## config.mk

```make
export PLATFORM = sky130hd
export DESIGN_NAME = gpio_irq_ctrl
export DESIGN_NICKNAME = d
export VERILOG_FILES = /design/src/rtl/gpio_irq_ctrl.sv
export SDC_FILE = /design/constraint.sdc
export NUM_CORES = 1
export LEC_CHECK = 0
export ABC_CLOCK_PERIOD_IN_PS = 1500
export CORE_UTILIZATION = 26
export CTS_CLUSTER_SIZE = 14
export DETAILED_ROUTE_END_ITERATION = 7
export PLACE_DENSITY = 0.81
export SLEW_MARGIN = 40
export SYNTH_ARGS = -nofsm -noshare
export SYNTH_HDL_FRONTEND = slang
export SYNTH_SLANG_ARGS = --single-unit
export TNS_END_PERCENT = 10
```

## constraint.sdc

```tcl
create_clock -name clk -period 1.5 [get_ports clk]
set_clock_uncertainty 0.15 [all_clocks]
set_input_delay 0.225 -clock clk [delete_from_list [all_inputs] [get_ports clk]]
set_output_delay 0.225 -clock clk [all_outputs]
set_load 0.05 [all_outputs]
```

## src/rtl/gpio_irq_ctrl.sv

```systemverilog
module gpio_irq_ctrl #(
  parameter int ADDR_W = 9,
  parameter int DATA_W = 32,
  parameter bit DUAL = 1'b1,
  parameter bit IRQ_ON = 1'b1,
  parameter logic [ADDR_W-1:0] GIE_OFS = 9'h11C,
  parameter logic [ADDR_W-1:0] STS_OFS = 9'h120,
  parameter logic [ADDR_W-1:0] IER_OFS = 9'h128
) (
  input  logic              clk,
  input  logic              rst,
  input  logic              wr_en,
  input  logic [ADDR_W-1:0] addr,
  input  logic [DATA_W-1:0] wdata,
  input  logic [1:0]        chan_evt,
  output logic [DATA_W-1:0] rdata,
  output logic              irq
);
  localparam int NCH = DUAL ? 2 : 1;

  logic       gie_q;
  logic [1:0] ier_q, sts_q;

  wire wr_gie = wr_en && (addr == GIE_OFS);
  wire wr_sts = wr_en && (addr == STS_OFS);
  wire wr_ier = wr_en && (addr == IER_OFS);

  for (genvar c = 0; c < 2; c++) begin : g_ch
    if (IRQ_ON && c < NCH) begin : g_on
      always_ff @(posedge clk) begin
        if (rst) begin
          ier_q[c] <= 1'b0;
          sts_q[c] <= 1'b0;
        end else begin
          if (wr_ier) ier_q[c] <= wdata[c];
          sts_q[c] <= (sts_q[c] ^ (wr_sts & wdata[c])) | chan_evt[c];
        end
      end


      evt_capture_chk: assert property (@(posedge clk) disable iff (rst)
        chan_evt[c] |=> sts_q[c]);

      toggle_chk: assert property (@(posedge clk) disable iff (rst)
        (wr_sts && wdata[c] && !chan_evt[c]) |=> (sts_q[c] != $past(sts_q[c])));

      hold_chk: assert property (@(posedge clk) disable iff (rst)
        (!(wr_sts && wdata[c]) && !chan_evt[c]) |=> $stable(sts_q[c]));
    end else begin : g_off
      assign ier_q[c] = 1'b0;
      assign sts_q[c] = 1'b0;

      absent_bit_chk: assert property (@(posedge clk) disable iff (rst)
        (addr == STS_OFS || addr == IER_OFS) |-> !rdata[c]);
    end
  end

  if (IRQ_ON) begin : g_irq
    always_ff @(posedge clk) begin
      if (rst) begin
        gie_q <= 1'b0;
        irq   <= 1'b0;
      end else begin
        if (wr_gie) gie_q <= wdata[DATA_W-1];
        irq <= gie_q & |(sts_q & ier_q);
      end
    end


    irq_gate_chk: assert property (@(posedge clk) disable iff (rst)
      irq |-> $past(gie_q));

    irq_rise_chk: assert property (@(posedge clk) disable iff (rst)
      $rose(irq) |-> $past(|(sts_q & ier_q)));
  end else begin : g_noirq
    assign gie_q = 1'b0;
    assign irq   = 1'b0;
  end

  always_comb begin
    rdata = '0;
    if (addr == GIE_OFS) rdata[DATA_W-1] = gie_q;
    else if (addr == STS_OFS) rdata[1:0] = sts_q;
    else if (addr == IER_OFS) rdata[1:0] = ier_q;
  end
endmodule

```

* Yosys cells after proc, flatten, opt, wreduce, memory -nomap -nowiden *
Cells that the tools add are included.
W data, S select, Z words.

cells by class
  add/subtract/negate cells = 0
  multipliers = 0
  divide/modulo/power cells = 0
  magnitude comparators = 0
  eq/ne operators = 3
  shift operators = 0
  muxes and demuxes = 4
  bitwise operators = 8
  reduce and logical (&&, ||, !) cells = 4

operators by type and width
  kind                  count
  $eq A9 B9 Y1 const B  3
  $mux W2               3
  $and A1 B1 Y1         3
  $logic_and A1 B1 Y1   3
  $and A2 B2 Y2         1
  $or A1 B1 Y1          2
  $reduce_or A2 Y1      1
  $xor A1 B1 Y1         2
  $mux W1               1

word-level totals
  flip-flop bits (word level) = 6
  bits in latches = 0
  bits in writable memories = 0
  memory bits (read-only) = 0
  input port bits = 46
  output and inout bits = 33
  logic and storage cells = 25
  memories kept = 0

* Logic depth before layout (Yosys ltp) *
  depth in word-level cells = 5
  mapped depth = 4
  gate-level depth less buffers = 3

* Worst setup path after synthesis *
No wires, ideal clock.

  kind = in2out
  from = input port addr[7]
  to = output port rdata[31]
  data arrival time = 2,133 ps
  data required time = 1,125 ps
  setup slack = -1,008 ps
  stages on the path = 3
  buffers on the path = 1
  path through = or2_0 -> clkbuf_1 -> nor4_1

between the ends
  cells in the longest elaborated chain, start to end = 2

ends and longest elaborated chain
  item          RTL line  source
  from (decl)   13        input logic [ADDR_W-1:0] addr,
  $eq A9 B9 Y1  82        if (addr == GIE_OFS) rdata[DATA_W-1] = gie_q;
  $mux W1       82
  to (decl)     16        output logic [DATA_W-1:0] rdata,

Every way passes these cells.

* Final worst setup path *
  from = input port addr[8]
  to = register sts_q[1]

between the ends
  cells in the longest elaborated chain, start to end = 5

ends and longest elaborated chain
  item                             RTL line  source
  $eq A9 B9 Y1                     25        wire wr_sts = wr_en && (addr == STS_OFS);
  $logic_and A1 B1 Y1              25
  $and A1 B1 Y1                    36        sts_q[c] <= (sts_q[c] ^ (wr_sts & wdata[c])) | chan_evt[c];
  $xor A1 B1 Y1                    36
  $or A1 B1 Y1                     36
  to (signal, indexed assignment)  36
  to (decl)                        22        logic [1:0] ier_q, sts_q;

Every way passes these cells.
A chain may end at the register's enable or synchronous reset.

==> results.tsv <==
metric	value	unit
status	completed	
Hold Crit Class	in -> reg	
max-cap violations	0	
Clock Latency Late Sink	240	ps
placed wire-length estimate	1.33	mm
die height	51.6	um
vias in the first global route	631	
CP max stage delay	510	ps
H-tree depth	1	
VDD IR max	0.216	mV
Commonest cells post-synth	buf_4 (29), nor2_1 (7), dfxtp_1 (6)	
DP Cell Count	135	
WP data arrival	1470	ps
top cell type by total area after synthesis	buf_4	
slowest CP cell	or4b_4	
Inserted Diodes	0	
synthesis-to-finish area growth	53.2	%
routability cong.	0.777	
Fmax	683	MHz
Post-Syn Area	639	um2
initial antenna violation count	0	
DRC	0	
Clock Tree Buf Depth	2	
CP max FO	4	
DP Worst Slack	-530	ps
critical path buffer and inverter count	1	
Cell Count, Final, Fillers Out	142	
PD cells	610	nW/um2
first-pass GRT wire length	2.57	mm
P_leak	0.420	nW
row cnt	17	
async set-reset flop share out of synthesis	0	
Synth cell types	23	
Synth Register Bits	6	
CTS buffer count	3	
final hold vios	0	
I/O pins	79	
Final WS setup	36.5	ps
Slew Viols, Final	0	
fin nets	162	
sequential area share after synthesis	0.188	
initial drt markers	3	
Final Routed Wirelength	1.67	mm
ANT nets after route	0	
Core ar.	2250	um2
Tmin final	1460	ps
Post-synth EDFFs	0	
Worst-path clk slew	40	ps
Placed Area	881	um2
Setup violations, final	0	
worst reg-to-reg setup slack	250	ps
Root Buffer	clkbuf_4	
top cell type's share of synthesized area	0.341	
CTS Sinks	6	
type of destination of the critical path	flop	
leading cell type by number of instances after synthesis	buf_4	
critical-path cell list	clkdlybuf4s15_2, or4b_4, a211o_1, a211oi_2	
required time of the critical path	1510	ps
1st-pass router iterations	3	
Total Neg Setup Slack	0	ps
Synth area leaders	buf_4 (34%), dfxtp_1 (19%), mux2i_1 (4.7%), nor2_1 (4.1%), nand4bb_1 (3.5%)	
largest net degree at the start of global routing	7	
syn_area_per_cell	7.99	um2
RSZ-0062 raised after global routing	yes	
gr ovfl total	0	
routed vias/inst	4.49	
CP Class	in -> reg	
CTS tree	done	
routed vias	637	
Post-Syn Instances	80	
CP Launch Type	primary input	
GR Util All Layers	0.128	
cell family with the largest share of critical-path delay	simple AND/OR/NAND/NOR gates	
ratio of cells with drive above 1 in the final layout	0.395	
WL/cell	11.8	um
final worst-path cycle share	0.976	
die width	51.6	um
yosys warns	0	
Synth Flop Type	dfxtp_1	
Starting Density	0.284	
DIE AREA	2660	um2
post-route cell area	980	um2
PortBufs	20	
==> state kept, by name, summed over array words and instances, names as in the netlist <==
register and count:
gie_q 1, sts_q 2, irq 1, ier_q 2
==> what timing repair did <==
| action | CTS | global route |
|---|---|---|
| pin swaps | 8 | 6 |
| setup buffers | 3 | 1 |
| endpoints found under the setup margin | 8 | 6 |
| hold buffers | 0 | 0 |
| gates resized for setup | 37 | 13 |
==> metrics by stage <==
step	hold WS (ps)	power, mW	util
CTS	237	0.603	0.432
global route	277	0.629	0.435
detailed placement	330	0.438	0.391
global placement	327	0.432	0.391
finish	266	0.598	0.435
floorplan	144	0.419	-
==> worst reg2reg max path, delay by kind of cell, from the launching register on <==
kind | cells | cell delay [ps]
AO/OA/AOI/OAI | 2 | 520
AND/OR/NAND/NOR | 1 | 100
flip-flops | 1 | 400
==> routing by layer <==
| metal | share of wire | vias up | track usage | wire length (um) |
|---|---|---|---|---|
| met5 | 0 | - | 0 | 0 |
| met4 | 0.014 | 0 | 0.0541 | 23 |
| met3 | 0.050 | 4 | 0.0292 | 83 |
| met2 | 0.61 | 28 | 0.258 | 1020 |
| met1 | 0.33 | 307 | 0.120 | 546 |
| li1 | - | 298 | - | - |
==> final timing paths <==
check,start,end,depth (start not counted)
worst min-delay path,addr[1],ier_q[0],4
worst min register to register,ier_q[0],ier_q[0],2
worst max-delay path,addr[8],sts_q[1],4
worst max register to register,sts_q[1],sts_q[1],3
==> where the power goes <==
group	switching (mW)	leakage, nW	internal, mW	total, mW
clock	0.0526	0.0138	0.0901	0.143
sequential	0.00463	0.0495	0.164	0.168
combinational	0.212	0.356	0.0752	0.287
==> final cells by class <==
class	count	area, um2
fillers	231	1270
clock buffers	3	22.5
repair buffers	33	313
flip-flops and latches	6	123
multi-input cells	72	487
well taps	28	35.0
==> cells in the final DEF (no fill, tap or decap), types with 2 or more instances in the layout <==
master,netlist,layout
a21oi_1,2,2
nor3_1,3,3
nand2b_1,3,2
clkdlybuf4s50_1,0,7
nand3b_1,2,2
buf_6,0,3
buf_4,29,11
conb_1,1,29
clkbuf_4,0,3
buf_2,0,4
dfxtp_1,6,4
nand4_1,3,3
o31ai_1,2,2
nor2_1,7,3
a211o_1,2,2
dfxtp_2,0,2
mux2i_1,3,3
a211oi_2,0,2
nor4_1,3,2
buf_12,0,4
nor2_2,0,4
clkbuf_2,0,3
==> kinds of logic (layout without fill, tap and decap cells) <==
family	after synthesis	count (layout)	share of synthesized area
other	1	29	0.00587
AND/OR/NAND/NOR	31	31	0.311
AO/OA/AOI/OAI	9	9	0.102
buffers and inverters	30	36	0.346
multiplexers	3	3	0.0470
flip-flops	6	6	0.188
Note: power is estimated with default switching activity, not from simulation.
